--- src/rtl/ped_pkg.sv ---
package ped_pkg;

   localparam int CODE_W = 4;

   typedef enum logic [CODE_W-1:0] {
      TRIG_OFF      = 4'b0000,
      TRIG_DMA_RISE = 4'b0001,
      TRIG_DMA_FALL = 4'b0010,
      TRIG_DMA_BOTH = 4'b0011,
      TRIG_IRQ_LOW  = 4'b1000,
      TRIG_IRQ_RISE = 4'b1001,
      TRIG_IRQ_FALL = 4'b1010,
      TRIG_IRQ_BOTH = 4'b1011,
      TRIG_IRQ_HIGH = 4'b1100
   } trig_code_e;

   typedef struct packed {
      logic to_dma;
      logic to_irq;
      logic on_rise;
      logic on_fall;
      logic on_low;
      logic on_high;
   } trig_dec_t;

   function automatic trig_dec_t decode_trig(logic [CODE_W-1:0] code);
      trig_dec_t d;
      d = '0;
      case (code)
         TRIG_DMA_RISE: begin d.to_dma = 1'b1; d.on_rise = 1'b1; end
         TRIG_DMA_FALL: begin d.to_dma = 1'b1; d.on_fall = 1'b1; end
         TRIG_DMA_BOTH: begin d.to_dma = 1'b1; d.on_rise = 1'b1; d.on_fall = 1'b1; end
         TRIG_IRQ_LOW:  begin d.to_irq = 1'b1; d.on_low  = 1'b1; end
         TRIG_IRQ_RISE: begin d.to_irq = 1'b1; d.on_rise = 1'b1; end
         TRIG_IRQ_FALL: begin d.to_irq = 1'b1; d.on_fall = 1'b1; end
         TRIG_IRQ_BOTH: begin d.to_irq = 1'b1; d.on_rise = 1'b1; d.on_fall = 1'b1; end
         TRIG_IRQ_HIGH: begin d.to_irq = 1'b1; d.on_high = 1'b1; end
         default:       d = '0;
      endcase
      return d;
   endfunction

endpackage

--- src/rtl/ped_sync.sv ---
module ped_sync #(
   parameter int WIDTH  = 32,
   parameter int STAGES = 2
) (
   input  logic             clk,
   input  logic             rst_n,
   input  logic [WIDTH-1:0] d_async,
   output logic [WIDTH-1:0] q_sync
);

   generate
      if (STAGES < 1) begin : g_bad_stages
         $error("ped_sync: STAGES must be at least 1");
      end
   endgenerate

   logic [STAGES-1:0][WIDTH-1:0] chain_q;

   generate
      if (STAGES == 1) begin : g_one
         always_ff @(posedge clk or negedge rst_n) begin
            if (!rst_n) chain_q[0] <= '0;
            else        chain_q[0] <= d_async;
         end
      end else begin : g_many
         always_ff @(posedge clk or negedge rst_n) begin
            if (!rst_n) chain_q <= '0;
            else        chain_q <= {chain_q[STAGES-2:0], d_async};
         end
      end
   endgenerate

   assign q_sync = chain_q[STAGES-1];

endmodule

--- src/rtl/ped_clear_merge.sv ---
module ped_clear_merge #(
   parameter int NUM_PINS = 32,
   parameter int IDX_W    = 5,
   parameter int REG_W    = 32,
   parameter int CLR_BIT  = 24
) (
   input  logic                clk,
   input  logic                rst_n,
   input  logic                stat_wr,
   input  logic [NUM_PINS-1:0] stat_wr_data,
   input  logic                ctl_wr,
   input  logic [IDX_W-1:0]    ctl_wr_idx,
   input  logic [REG_W-1:0]    ctl_wr_data,
   output logic [NUM_PINS-1:0] clr_vec
);

   generate
      if (CLR_BIT >= REG_W) begin : g_bad_bit
         $error("ped_clear_merge: CLR_BIT outside control word");
      end
   endgenerate

   logic [NUM_PINS-1:0] ctl_clr;
   logic [NUM_PINS-1:0] stat_clr;

   genvar gi;
   generate
      for (gi = 0; gi < NUM_PINS; gi++) begin : g_pin
         assign ctl_clr[gi]  = ctl_wr && (ctl_wr_idx == IDX_W'(gi)) && ctl_wr_data[CLR_BIT];
         assign stat_clr[gi] = stat_wr && stat_wr_data[gi];
      end
   endgenerate

   assign clr_vec = ctl_clr | stat_clr;

   // a control-word write addresses at most one pin
   assert_ctl_single_R9: assert property (@(posedge clk) disable iff (!rst_n)
      $onehot0(ctl_clr));

   // without a status write, only the control path may clear
   assert_stat_idle_R8: assert property (@(posedge clk) disable iff (!rst_n)
      !stat_wr |-> ((clr_vec & ~ctl_clr) == '0));

endmodule

--- src/rtl/ped_pin_cell.sv ---
module ped_pin_cell
   import ped_pkg::*;
(
   input  logic              clk,
   input  logic              rst_n,
   input  logic              lvl,
   input  logic [CODE_W-1:0] code,
   input  logic              clr_sw,
   input  logic              done,
   output logic              flag,
   output logic              irq_src,
   output logic              dma_src
);

   trig_dec_t dec;
   logic      lvl_prev;
   logic      rise_evt;
   logic      fall_evt;
   logic      set_evt;
   logic      clr_evt;

   assign dec = decode_trig(code);

   always_ff @(posedge clk or negedge rst_n) begin
      if (!rst_n) lvl_prev <= 1'b0;
      else        lvl_prev <= lvl;
   end

   assign rise_evt = lvl & ~lvl_prev;
   assign fall_evt = ~lvl & lvl_prev;

   assign set_evt = (dec.on_rise & rise_evt) |
                    (dec.on_fall & fall_evt) |
                    (dec.on_low  & ~lvl)     |
                    (dec.on_high & lvl);

   assign clr_evt = clr_sw | (dec.to_dma & done);

   always_ff @(posedge clk or negedge rst_n) begin
      if (!rst_n)       flag <= 1'b0;
      else if (set_evt) flag <= 1'b1;
      else if (clr_evt) flag <= 1'b0;
   end

   assign irq_src = flag & dec.to_irq;
   assign dma_src = flag & dec.to_dma;

   // a set event wins over any clear in the same cycle
   assert_set_wins_R11: assert property (@(posedge clk) disable iff (!rst_n)
      set_evt |=> flag);

   // a clear with no set event drops the flag
   assert_clear_drops_R8: assert property (@(posedge clk) disable iff (!rst_n)
      (clr_sw && !set_evt) |=> !flag);

   // a done pulse clears a request-group flag
   assert_done_clears_R7: assert property (@(posedge clk) disable iff (!rst_n)
      (done && dec.to_dma && !set_evt) |=> !flag);

   // unlisted codes never raise a flag
   assert_unlisted_quiet_R4: assert property (@(posedge clk) disable iff (!rst_n)
      (!dec.to_dma && !dec.to_irq && !flag) |=> !flag);

   // a synchronized rising edge with a rising code sets the flag
   assert_rise_sets_R2: assert property (@(posedge clk) disable iff (!rst_n)
      ($rose(lvl) && dec.on_rise) |=> flag);

   // an active high level with the high-level code sets the flag
   assert_level_sets_R3: assert property (@(posedge clk) disable iff (!rst_n)
      (lvl && dec.on_high) |=> flag);

endmodule

--- src/rtl/pin_event_detect.sv ---
module pin_event_detect
   import ped_pkg::*;
#(
   parameter int NUM_PINS    = 32,
   parameter int SYNC_STAGES = 2,
   parameter int REG_W       = 32,
   parameter int CLR_BIT     = 24,
   localparam int IDX_W      = (NUM_PINS > 1) ? $clog2(NUM_PINS) : 1,
   localparam int CFG_W      = NUM_PINS * CODE_W
) (
   input  logic                clk,
   input  logic                rst_n,
   input  logic [NUM_PINS-1:0] pin_in,
   input  logic [CFG_W-1:0]    trig_cfg,
   input  logic                stat_wr,
   input  logic [NUM_PINS-1:0] stat_wr_data,
   input  logic                ctl_wr,
   input  logic [IDX_W-1:0]    ctl_wr_idx,
   input  logic [REG_W-1:0]    ctl_wr_data,
   input  logic [IDX_W-1:0]    ctl_rd_idx,
   output logic [REG_W-1:0]    ctl_rd_word,
   input  logic [NUM_PINS-1:0] req_done,
   output logic [NUM_PINS-1:0] flags,
   output logic                irq,
   output logic [NUM_PINS-1:0] dma_req
);

   generate
      if (NUM_PINS < 2 || NUM_PINS > REG_W) begin : g_bad_pins
         $error("pin_event_detect: NUM_PINS must be 2..REG_W");
      end
   endgenerate

   logic [NUM_PINS-1:0] pin_lvl;
   logic [NUM_PINS-1:0] clr_vec;
   logic [NUM_PINS-1:0] irq_vec;

   ped_sync #(
      .WIDTH  (NUM_PINS),
      .STAGES (SYNC_STAGES)
   ) u_sync (
      .clk     (clk),
      .rst_n   (rst_n),
      .d_async (pin_in),
      .q_sync  (pin_lvl)
   );

   ped_clear_merge #(
      .NUM_PINS (NUM_PINS),
      .IDX_W    (IDX_W),
      .REG_W    (REG_W),
      .CLR_BIT  (CLR_BIT)
   ) u_clr (
      .clk          (clk),
      .rst_n        (rst_n),
      .stat_wr      (stat_wr),
      .stat_wr_data (stat_wr_data),
      .ctl_wr       (ctl_wr),
      .ctl_wr_idx   (ctl_wr_idx),
      .ctl_wr_data  (ctl_wr_data),
      .clr_vec      (clr_vec)
   );

   genvar gp;
   generate
      for (gp = 0; gp < NUM_PINS; gp++) begin : g_cell
         ped_pin_cell u_cell (
            .clk     (clk),
            .rst_n   (rst_n),
            .lvl     (pin_lvl[gp]),
            .code    (trig_cfg[gp*CODE_W +: CODE_W]),
            .clr_sw  (clr_vec[gp]),
            .done    (req_done[gp]),
            .flag    (flags[gp]),
            .irq_src (irq_vec[gp]),
            .dma_src (dma_req[gp])
         );
      end
   endgenerate

   assign irq = |irq_vec;

   always_comb begin
      ctl_rd_word = '0;
      if (32'(ctl_rd_idx) < NUM_PINS)
         ctl_rd_word[CLR_BIT] = flags[ctl_rd_idx];
   end

   // the interrupt is never raised without some flag set
   assert_irq_has_flag_R6: assert property (@(posedge clk) disable iff (!rst_n)
      irq |-> (|flags));

   // a request line is only ever raised by a set flag
   assert_req_has_flag_R5: assert property (@(posedge clk) disable iff (!rst_n)
      ((dma_req & ~flags) == '0));

endmodule

--- config.mk ---
export PLATFORM = sky130hd
export DESIGN_NAME = pin_event_detect
export DESIGN_NICKNAME = d
export VERILOG_FILES = /design/src/rtl/ped_pkg.sv /design/src/rtl/ped_sync.sv /design/src/rtl/ped_clear_merge.sv /design/src/rtl/ped_pin_cell.sv /design/src/rtl/pin_event_detect.sv
export SDC_FILE = /design/constraint.sdc
export NUM_CORES = 1
export LEC_CHECK = 0
export BUFFER_PORTS_ARGS = -buffer_cell sky130_fd_sc_hd__buf_2
export CAP_MARGIN = 20
export CORE_AREA = 2 2 144 146
export CTS_CLUSTER_DIAMETER = 150
export DETAILED_ROUTE_END_ITERATION = 8
export DIE_AREA = 0 0 146 148
export HOLD_SLACK_MARGIN = 0.06
export PLACE_DENSITY_LB_ADDON = 0.3
export SYNTH_ARGS = -nofsm -noshare
export SYNTH_HDL_FRONTEND = slang
export SYNTH_SLANG_ARGS = --single-unit
--- constraint.sdc ---
create_clock -name clk -period 3.36 [get_ports clk]
set_input_delay 0 -clock clk [delete_from_list [all_inputs] [get_ports clk]]
set_output_delay 0 -clock clk [all_outputs]
set_load 0.03 [all_outputs]
==> run metrics <==
Yosys top cell area share 45.7%; Critical Path RT between 3 and 4 ns; Setup WS post-layout around 0.87 ns; Post-route DRC 0; status completed; Worst VDD drop 0.411 mV; sequential element share of the synthesized area between 40% and 50%; area of the multi-input gates around 0.0032 mm2; max cap viols 0; port buffer count approximately 300; Die Span Y between 100 and 150 um; largest net degree at the start of global routing 85; reg2reg path depth 5; cts hold-fix bufs 98; # fillers between 1.5k and 2k; critical path launch point type register; Rows 52; # nets final ~1.3k; post-CTS setup buffer count 0; die width ~150 um; drt wl/cell between 15 and 20 um; vias in the first global route about 6.7k; met3 WL post-DR approximately 1400 um; Ports 367; Final Cycle Share roughly three quarters; Crit. End Element primary output; Finished Layout Cells 1333; setup slack, reg-to-reg approximately 1.2 ns; total design power around 5.1 mW; fraction of registers with async set/reset 100%; Via Count 6714; diode count 0; Die ar. around 0.022 mm2; worst-skew pair later-pin latency between 0.4 and 0.5 ns; count leader, synth dfrtp_1; crit path kind reg2out; global-route wire length before repair between 30000 and 40000 um; Met2 Wirelength around 12000 um; hpwl dp about 19000 um; yosys warns 0; GRT Overall Usage between 20 and 25%; Worst Clk Skew roughly 0.0073 ns; CTS root buffer clkbuf_16; Starting Density 34.9%; post-synthesis instance total roughly 690; deepest clock path buffer count 2; max-slew violation count 0; count of final setup violators 0; Register Area around 0.0032 mm2; setup TNS 0 ns; ANT nets after route 0; Cell Pwr Density just over 500 mW/mm2; Tmin final ~2.5 ns; post_cts resized 0; iteration count of the initial detailed-routing pass 5; CTS tree done; fin util between 40% and 50%; initial antenna violation count 0; Worst Path Max Fanout 5; Inst Count DP approximately 1.2k; synth top area cells dfrtp_1 (46%), buf_4 (10%), nand3b_1 (6.8%); Place WS 1.29 ns; Final Wtd Congestion about 0.93; via-per-instance ratio approximately 5.0; unrepaired setup endpoints after global routing no; slew at the pin closest to its max-slew limit between 0.8 and 0.9 ns; RR Endpoint g_cell[11].u_cell.flag$_DFFE_PN0P_; fmax 401 MHz; CTS buffer count 17; Initial DRC Count 327; maximum level of the CTS H-tree 4; Syn Std Cell Area 0.00700 mm2; Synth area leader dfrtp_1; Post-synth top flop dfrtp_1; Crit path arrival time ~2.5 ns; leakage power approximately 4.6 nW; syn_area_per_cell roughly 10 um2; endpoints failing hold 0; Clock transition at path regs ~0.060 ns; share of cells above drive strength 1 about a third; Post-synth top cells dfrtp_1 (128), buf_4 (95), nand2_1 (66), nand3b_1 (63), and2_1 (50); worst hold-check path type in2async; wl on met1 between 10000 and 15000 um; area grow syn2layout 42.1%; Max Used Layer met4; normalized max-slew margin between 40% and 50%; total gr overflow 0; Post-synth EDFFs 0; Yosys cell types 33; Critical R2R Launch g_cell[11].u_cell.lvl_prev$_DFF_PN0_; Placeable Area ~0.020 mm2; synthesized flop and latch total about 130; final wirelength about 25000 um; # clock sinks around 130
[worst max-delay path: stages, from the launching register on]
cell and delay, ns:
dfrtp_1 0.43, and2_1 0.18, a32o_1 0.22, or4_1 0.52, or4_1 0.53, buf_2 0.20
[worst max-delay path by stage]
stage	start	slack (ns)	depth (start not counted)	end
after global routing	g_cell[4].u_cell.flag$_DFFE_PN0P_	0.79	5	irq
after CTS	g_cell[17].u_cell.flag$_DFFE_PN0P_	0.84	5	irq
after global placement	g_cell[1].u_cell.flag$_DFFE_PN0P_	1.32	5	irq
final	g_cell[1].u_cell.flag$_DFFE_PN0P_	0.87	5	irq
after floorplan	g_cell[4].u_cell.flag$_DFFE_PN0P_	1.46	4	irq
after detailed placement	g_cell[1].u_cell.flag$_DFFE_PN0P_	1.29	5	irq
[state kept, by name (all words and copies together) (netlist names)]
signal and count:
u_sync.q_sync 32, g_cell.u_cell.lvl_prev 32, g_cell.u_cell.flag 32, u_sync.chain_q 32
[per-layer routing]
layer,vias up,global-route usage (%)
met4,0,8.88
met2,271,38.6
met1,3248,28.4
met3,38,4.63
met5,-,0
li1,3157,-
[layout make-up]
class,count,share of cell area (%)
Sequential cell,128,32.2
Tap cell,270,3.40
Clock buffer,19,4.35
Timing Repair Buffer,409,25.7
Multi-Input combinational cell,490,31.8
Inverter,4,0.151
Clock inverter,13,2.38
[metrics by stage]
step / hold WS [ns] / cell area (um2)
finish: 0.221 / 9950
global route: 0.212 / 9950
CTS: 0.198 / 9950
detailed placement: 0.109 / 8300
global placement: 0.109 / 8300
floorplan: -0.296 / 7110
[power breakdown]
part	internal, mW	leakage [nW]	total [mW]	switching [mW]
combinational	0.526	2.77	1.16	0.632
clock	1.39	0.310	2.09	0.699
sequential	1.67	1.51	1.81	0.144
[layout by cell type, fill, tap and decap left out, types with 6 or more instances in the layout]
cell type / Yosys / layout
buf_2: 0 / 303
dfrtp_1: 128 / 128
dlygate4sd3_1: 0 / 98
nand2_1: 66 / 66
nand3b_1: 63 / 63
and2_1: 50 / 50
nor2_1: 35 / 35
nor3_1: 35 / 35
a221oi_1: 32 / 32
xnor2_1: 31 / 31
a21oi_1: 31 / 31
a311o_1: 31 / 31
conb_1: 1 / 31
o21ai_0: 28 / 28
clkbuf_16: 0 / 17
a32oi_1: 13 / 13
nor2b_1: 9 / 9
mux4_2: 7 / 7
buf_4: 95 / 7
bufinv_16: 0 / 6
[logic make-up (layout without fill, tap and decap cells)]
family,after synthesis,after routing,share of synthesized area (%)
AOI/OAI and AO/OA,151,151,16.1
xor gates and xnor gates,31,31,3.88
buffers and inverters,105,445,10.7
DFF,128,128,45.7
muxes,10,10,2.70
other,1,31,0.0536
and+or+nand+nor,267,267,20.8
(Power assumes the default switching activity.)
